File: config.mk
export PLATFORM = sky130hd
export DESIGN_NAME = udc_core
export DESIGN_NICKNAME = d
export VERILOG_FILES = /design/src/rtl/udc_pkg.sv /design/src/rtl/udc_sync.sv /design/src/rtl/udc_step.sv /design/src/rtl/udc_core.sv
export SDC_FILE = /design/constraint.sdc
export NUM_CORES = 1
export LEC_CHECK = 0
export ABC_AREA = 1
export BUFFER_PORTS_ARGS = -buffer_cell sky130_fd_sc_hd__buf_2
export CORE_ASPECT_RATIO = 1.2
export CORE_MARGIN = 10
export CORE_UTILIZATION = 60
export CTS_CLUSTER_DIAMETER = 150
export DETAILED_ROUTE_END_ITERATION = 12
export HOLD_SLACK_MARGIN = 0.03
export PLACE_DENSITY = 0.9
export SYNTH_ARGS = -nofsm -noshare
export SYNTH_HDL_FRONTEND = slang
export SYNTH_SLANG_ARGS = --single-unit
File: constraint.sdc
create_clock -name clk -period 10.4 [get_ports clk]
set_input_delay 0.52 -clock clk [delete_from_list [all_inputs] [get_ports clk]]
set_output_delay 0.52 -clock clk [all_outputs]
set_load 0.1 [all_outputs]
File: src/rtl/udc_pkg.sv
package udc_pkg;

    typedef enum logic [1:0] {
        MODE_TIMER = 2'b00,
        MODE_UPDN  = 2'b01,
        MODE_QX2   = 2'b10,
        MODE_QX4   = 2'b11
    } udc_mode_e;

    typedef struct packed {
        udc_mode_e  mode;
        logic [1:0] esel;
        logic       spare;
        logic       cmpclr;
        logic       rlden;
        logic       zgate;
    } udc_ctl_t;

    localparam int CTL_W      = 10;
    localparam int B_MODE     = 8;
    localparam int B_ESEL     = 6;
    localparam int B_SPARE    = 5;
    localparam int B_XFER     = 4;
    localparam int B_CMPCLR   = 3;
    localparam int B_RLDEN    = 2;
    localparam int B_CLRN     = 1;
    localparam int B_ZGATE    = 0;
    localparam int FLAG_UF    = 0;
    localparam int FLAG_OF    = 1;
    localparam int FLAG_CM    = 2;
    localparam int NFLAGS     = 3;

    function automatic logic edge_hit(input logic [1:0] sel, input logic prev, input logic cur);
        case (sel)
            2'b01:   return prev & ~cur;
            2'b10:   return ~prev & cur;
            2'b11:   return prev ^ cur;
            default: return 1'b0;
        endcase
    endfunction

endpackage

File: src/rtl/udc_sync.sv
module udc_sync #(
    parameter int N      = 3,
    parameter int STAGES = 2
) (
    input  logic         clk,
    input  logic         rst_n,
    input  logic [N-1:0] d,
    output logic [N-1:0] q
);
    logic [N-1:0] stg_q [STAGES];

    always_ff @(posedge clk or negedge rst_n) begin
        if (!rst_n) begin
            for (int i = 0; i < STAGES; i++) stg_q[i] <= '0;
        end else begin
            stg_q[0] <= d;
            for (int i = 1; i < STAGES; i++) stg_q[i] <= stg_q[i-1];
        end
    end

    assign q = stg_q[STAGES-1];
endmodule

File: src/rtl/udc_step.sv
module udc_step
    import udc_pkg::*;
(
    input  udc_mode_e  mode,
    input  logic [1:0] esel,
    input  logic       a_p,
    input  logic       a_s,
    input  logic       b_p,
    input  logic       b_s,
    input  logic       tick,
    input  logic       en,
    output logic       up,
    output logic       dn
);
    logic a_chg, b_chg, fwd, ea, eb;

    always_comb begin
        a_chg = a_p ^ a_s;
        b_chg = b_p ^ b_s;
        // For a single-phase move, forward travel iff new A differs from old B
        fwd   = a_s ^ b_p;
        ea    = edge_hit(esel, a_p, a_s);
        eb    = edge_hit(esel, b_p, b_s);
        up    = 1'b0;
        dn    = 1'b0;
        case (mode)
            MODE_TIMER: dn = tick;
            MODE_UPDN: begin
                up = ea & ~eb;
                dn = eb & ~ea;
            end
            MODE_QX2: begin
                up = a_chg & ~b_chg & fwd;
                dn = a_chg & ~b_chg & ~fwd;
            end
            default: begin
                up = (a_chg ^ b_chg) & fwd;
                dn = (a_chg ^ b_chg) & ~fwd;
            end
        endcase
        up = up & en;
        dn = dn & en;
    end
endmodule

File: src/rtl/udc_core.sv
module udc_core
    import udc_pkg::*;
#(
    parameter int W           = 16,
    parameter int SYNC_STAGES = 2
) (
    input  logic              clk,
    input  logic              rst_n,
    input  logic              run,
    input  logic              tick,
    input  logic              pin_a,
    input  logic              pin_b,
    input  logic              pin_z,
    input  logic              ctl_we,
    input  logic [CTL_W-1:0]  ctl_wdata,
    input  logic              rld_we,
    input  logic [W-1:0]      rld_wdata,
    input  logic              sts_we,
    input  logic [NFLAGS-1:0] sts_wdata,
    output logic [W-1:0]      count,
    output logic [W-1:0]      rld_rdata,
    output logic [CTL_W-1:0]  ctl_rdata,
    output logic [NFLAGS-1:0] flags
);
    localparam logic [W-1:0] CNT_MAX = '1;

    typedef struct packed {
        logic [W-1:0]      cnt;
        logic [W-1:0]      rld;
        udc_ctl_t          ctl;
        logic [NFLAGS-1:0] flg;
        logic              ap;
        logic              bp;
    } state_t;

    state_t state_d, state_q;
    logic   a_s, b_s, z_s;
    logic   step_up, step_dn, step_en;
    logic [W-1:0] stepped;

    udc_sync #(.N(3), .STAGES(SYNC_STAGES)) u_sync (
        .clk   (clk),
        .rst_n (rst_n),
        .d     ({pin_a, pin_b, pin_z}),
        .q     ({a_s, b_s, z_s})
    );

    assign step_en = run & (~state_q.ctl.zgate | z_s);

    udc_step u_step (
        .mode (state_q.ctl.mode),
        .esel (state_q.ctl.esel),
        .a_p  (state_q.ap),
        .a_s  (a_s),
        .b_p  (state_q.bp),
        .b_s  (b_s),
        .tick (tick),
        .en   (step_en),
        .up   (step_up),
        .dn   (step_dn)
    );

    always_comb begin
        state_d    = state_q;
        stepped    = state_q.cnt;
        state_d.ap = a_s;
        state_d.bp = b_s;

        if (sts_we) state_d.flg = state_q.flg & sts_wdata;
        if (rld_we) state_d.rld = rld_wdata;
        if (ctl_we) begin
            state_d.ctl.mode   = udc_mode_e'(ctl_wdata[B_MODE +: 2]);
            state_d.ctl.esel   = ctl_wdata[B_ESEL +: 2];
            state_d.ctl.spare  = ctl_wdata[B_SPARE];
            state_d.ctl.cmpclr = ctl_wdata[B_CMPCLR];
            state_d.ctl.rlden  = ctl_wdata[B_RLDEN];
            state_d.ctl.zgate  = ctl_wdata[B_ZGATE];
        end

        if (ctl_we && !ctl_wdata[B_CLRN]) begin
            state_d.cnt = '0;
        end else if (ctl_we && ctl_wdata[B_XFER]) begin
            state_d.cnt = state_q.rld;
        end else if (!state_q.ctl.zgate && z_s) begin
            state_d.cnt = '0;
        end else if (step_dn && state_q.cnt == '0) begin
            state_d.flg[FLAG_UF] = 1'b1;
            state_d.cnt = state_q.ctl.rlden ? state_q.rld : CNT_MAX;
        end else if (step_up || step_dn) begin
            stepped = step_up ? state_q.cnt + 1'b1 : state_q.cnt - 1'b1;
            if (step_up && state_q.cnt == CNT_MAX) state_d.flg[FLAG_OF] = 1'b1;
            state_d.cnt = stepped;
            if (stepped == state_q.rld) begin
                state_d.flg[FLAG_CM] = 1'b1;
                if (state_q.ctl.cmpclr) state_d.cnt = '0;
            end
        end
    end

    always_ff @(posedge clk or negedge rst_n) begin
        if (!rst_n) state_q <= '0;
        else        state_q <= state_d;
    end

    assign count     = state_q.cnt;
    assign rld_rdata = state_q.rld;
    assign flags     = state_q.flg;
    assign ctl_rdata = {state_q.ctl.mode, state_q.ctl.esel, state_q.ctl.spare,
                        1'b0, state_q.ctl.cmpclr, state_q.ctl.rlden, 1'b1,
                        state_q.ctl.zgate};
endmodule

==> results.toml <==
[placed_design]
gp_congestion = 0.973
pre_cts_slack_ns = 6.14
dp_cells = 793
place.port_buffers = 81
hpwl_um = 9370

[clock_network]
cts.repair_timing.setup_buffer_count = 0
ctsResizeCount = 0
clock_path_buffers = 2
ctsHoldBuffers = 0
cts.root.buffer_cell = "sky130_fd_sc_hd__clkbuf_8"
cts_tree = "done"
clk-insertion-delay-late_ns = 0.31
cts_buffers = 5
cts_sinks = 51
clkSlewWorstSetupHoldPaths_ns = 0.11
number_of_h_tree_levels = 2

[global_routing]
grt_pass1_vias = 4263
grt_residual_overflow = 0
number_of_antenna_violations_at_the_first_check_in_global_routing = 0
grt_first_pass_wirelength_um = 20000
grt_start_max_net_pins = 52
grt_use_total_pct = 23.9

[setup_path]
worst_ep_arrival_time_ns = 4.58
critPathCapture = "count[12]"
reg2reg_slack_ns = 6.03
r2r_start = "u_sync.q[2]"
critical-path-top-delay-family = "simple AND/OR/NAND/NOR gates"
critical_path.startpoint = "u_sync.q[2]"
critical_path_depth = 26
most_frequent_cell_on_critical_path = "sky130_fd_sc_hd__nand2_1"
crit_path_start_kind = "register"
worst-endpoint-required_ns = 10.61
worst-path-buf-inv = 3
crit_path_max_incr_delay_ns = 0.51
worst-path-max-fanout = 21
cp-end-kind = "register"
type_of_the_setup_path_with_the_least_slack = "register to register"
regToRegEndpoint = "count[12]"
timing.reg2reg.worst_path_depth = 26
critPathSlowestCell = "sky130_fd_sc_hd__ha_1"

[drt]
detail_route.wirelength_um = 12100
antenna_violating_nets_post_route = 0
firstDrtPassIters = 5
wl_per_cell_um = 15.1
route.vias.total = 4368
via_count_normalized_by_instance_count = 5.45
number_of_drc_markers_after_the_initial_detailed_route_iteration = 425
route.detailed.drc = 0

[sta]
fin_tns_setup_ns = 0
fmax_ghz = 0.229
relSlewSlack_pct = 14.0
final-hold-violation-count = 0
timing.final.crit_share_pct = 42.0
slew_violations = 0
post-route-min-period_ns = 4.37
clock_skew_ns = 0.00774
final.setup.worst_slack_ns = 6.03
tightest_slew_ns = 1.28
finalSetupViolCount = 0
grt_setup_unrepaired = "no"

[power]
power.switching_mw = 0.942
intPower_mw = 0.585
combinationalPowerShare_pct = 73.0
seq_power_share_pct = 18.9
post-layout-total-power_mw = 1.53
p_leak_nw = 2.83
power.clock.fraction_pct = 8.2
vdd_drop_max_uv = 191
power_per_standard_cell_area_mw_per_mm2 = 333
fraction_of_power_spent_switching_nets_pct = 61.7

[synthesis]
yosysTopAreaCellShare_pct = 31.6
post_synth_instance_area_mm2 = 0.00404
synth.yosys.seq_area_share_pct = 31.6
yosys_register_bits = 51
synth_edf_count = 0
synthMostInstantiatedCell = "sky130_fd_sc_hd__nand2_1"
yosys_warnings = 0
count_of_mapped_cells_out_of_synthesis = 641
synth_area_per_cell_um2 = 6.30
async_reset_ff_share_pct = 100
syn_nets = 702
synth.cells.most_frequent = "sky130_fd_sc_hd__nand2_1, sky130_fd_sc_hd__inv_1, sky130_fd_sc_hd__nand3_1"
netlist-cell-type-count = 37
synth.top_cells.by_area = "sky130_fd_sc_hd__dfrtp_1, sky130_fd_sc_hd__nand2_1, sky130_fd_sc_hd__inv_1, sky130_fd_sc_hd__nand3_1, sky130_fd_sc_hd__ha_1"
synth_top_flop_cell = "sky130_fd_sc_hd__dfrtp_1"
yosys.area.top_type = "sky130_fd_sc_hd__dfrtp_1"

[floorplan]
chipHeight_um = 110
die_area_mm2 = 0.0104
core_mm2 = 0.00649
initial_cell_density_of_the_core_pct = 62.3
ioPinCount = 84
floorplan.die.width_um = 94.9
site_row_count = 32

[final_layout]
multiInputGateArea_mm2 = 0.00230
nets = 776
finalNonFillerCells = 801
antennaDiodeCount = 0
ff_latch_area_mm2 = 0.00128
post_route_cells_drive_above_1_share_pct = 16.1
fin_util_pct = 70.6
fillerInstances = 599
area_growth_syn_to_layout_pct = 13.4

[job]
maxCapViolCount = 0

[outcome]
run_status = "finished, final reports clean"

[worst_hold_path]
timing.hold.worst.class = "primary input to register"
-- cell families after synthesis --
| logic type | share of synthesized area, % |
|---|---|
| adder cells (fa/ha/maj) | 7.00 |
| XOR/XNOR | 0.217 |
| flip-flops | 31.6 |
| buffers and inverters | 11.5 |
| AO/OA/AOI/OAI | 9.20 |
| AND/OR/NAND/NOR | 40.3 |
| other | 0.186 |
-- state kept, by name, summed over array words and instances, names as in the netlist --
register	count
u_sync.q	3
state_q	2
ctl_rdata	8
count	16
u_sync.stg_q	3
rld_rdata	16
flags	3
-- metrics by stage --
step | hold WS (ns) | cell area (um2)
after global placement | 0.333 | 4480
after CTS | 0.298 | 4580
final | 0.302 | 4580
after detailed placement | 0.344 | 4480
after global routing | 0.294 | 4580
after floorplan | 0.224 | 4040
-- cells in the final DEF, fill, tap and decap left out --
cell,netlist,layout
sky130_fd_sc_hd__o31ai_1,15,15
sky130_fd_sc_hd__nand3b_1,1,1
sky130_fd_sc_hd__nor3_4,1,1
sky130_fd_sc_hd__nor2_2,6,6
sky130_fd_sc_hd__nor2_1,20,20
sky130_fd_sc_hd__buf_4,2,1
sky130_fd_sc_hd__a21oi_2,2,2
sky130_fd_sc_hd__clkinv_4,0,2
sky130_fd_sc_hd__clkinv_1,2,2
sky130_fd_sc_hd__o21a_1,1,1
sky130_fd_sc_hd__o21ai_1,1,1
sky130_fd_sc_hd__fa_1,1,1
sky130_fd_sc_hd__or2_1,1,1
sky130_fd_sc_hd__or2_2,1,1
sky130_fd_sc_hd__o22ai_1,1,1
sky130_fd_sc_hd__conb_1,2,2
sky130_fd_sc_hd__and3_1,1,1
sky130_fd_sc_hd__o311ai_0,1,1
sky130_fd_sc_hd__nand2_1,275,275
sky130_fd_sc_hd__ha_1,21,21
sky130_fd_sc_hd__a21oi_1,10,10
sky130_fd_sc_hd__buf_2,5,81
sky130_fd_sc_hd__clkbuf_8,0,5
sky130_fd_sc_hd__nor4_1,4,4
sky130_fd_sc_hd__nand3_1,54,54
sky130_fd_sc_hd__nand4_1,10,10
sky130_fd_sc_hd__nand3_2,3,3
sky130_fd_sc_hd__dfrtp_1,51,51
sky130_fd_sc_hd__xnor2_1,1,1
sky130_fd_sc_hd__inv_1,94,94
sky130_fd_sc_hd__nand2_2,4,4
sky130_fd_sc_hd__nor3_1,2,2
sky130_fd_sc_hd__o21ai_0,31,31
sky130_fd_sc_hd__nand3_4,1,1
sky130_fd_sc_hd__inv_8,0,1
sky130_fd_sc_hd__inv_2,7,7
sky130_fd_sc_hd__o41ai_1,1,1
-- layout make-up --
cell class	count	area share [%]
multi-input combinational	472	50.2
sequential	51	27.9
timing repair buffer	82	9.02
inverter	103	8.44
tap	85	2.32
clock buffer	5	1.50
clock inverter	3	0.629
-- power groups by stage --
stage               registers (mW)  clock network, mW  logic, mW
floorplan                    0.524                  0      0.644
global placement             0.289                  0       1.08
detailed placement           0.291                  0       1.10
CTS                          0.286              0.128       1.10
global route                 0.296              0.133       1.25
finish                       0.288              0.124       1.11
-- worst min-delay path by stage --
stage / from / to / slack (ns) / cells after the start
after floorplan: rst_n / count[0] / 0.22 / 0
after global placement: u_sync.stg_q[4] / u_sync.q[1] / 0.33 / 0
after detailed placement: u_sync.stg_q[5] / u_sync.q[2] / 0.34 / 0
after CTS: pin_a / u_sync.stg_q[5] / 0.30 / 1
after global routing: pin_a / u_sync.stg_q[5] / 0.29 / 1
final: pin_a / u_sync.stg_q[5] / 0.30 / 1
-- metal layers --
layer  routed length (um)  vias up  global-route usage, %
li1                     -     2153                      -
met5                    0        -                      0
met4                  317        0                   10.6
met3                 1210       29                   4.98
met1                 4890     1978                   29.4
met2                 5700      208                   39.4
Power figures use the tool's default switching activity.
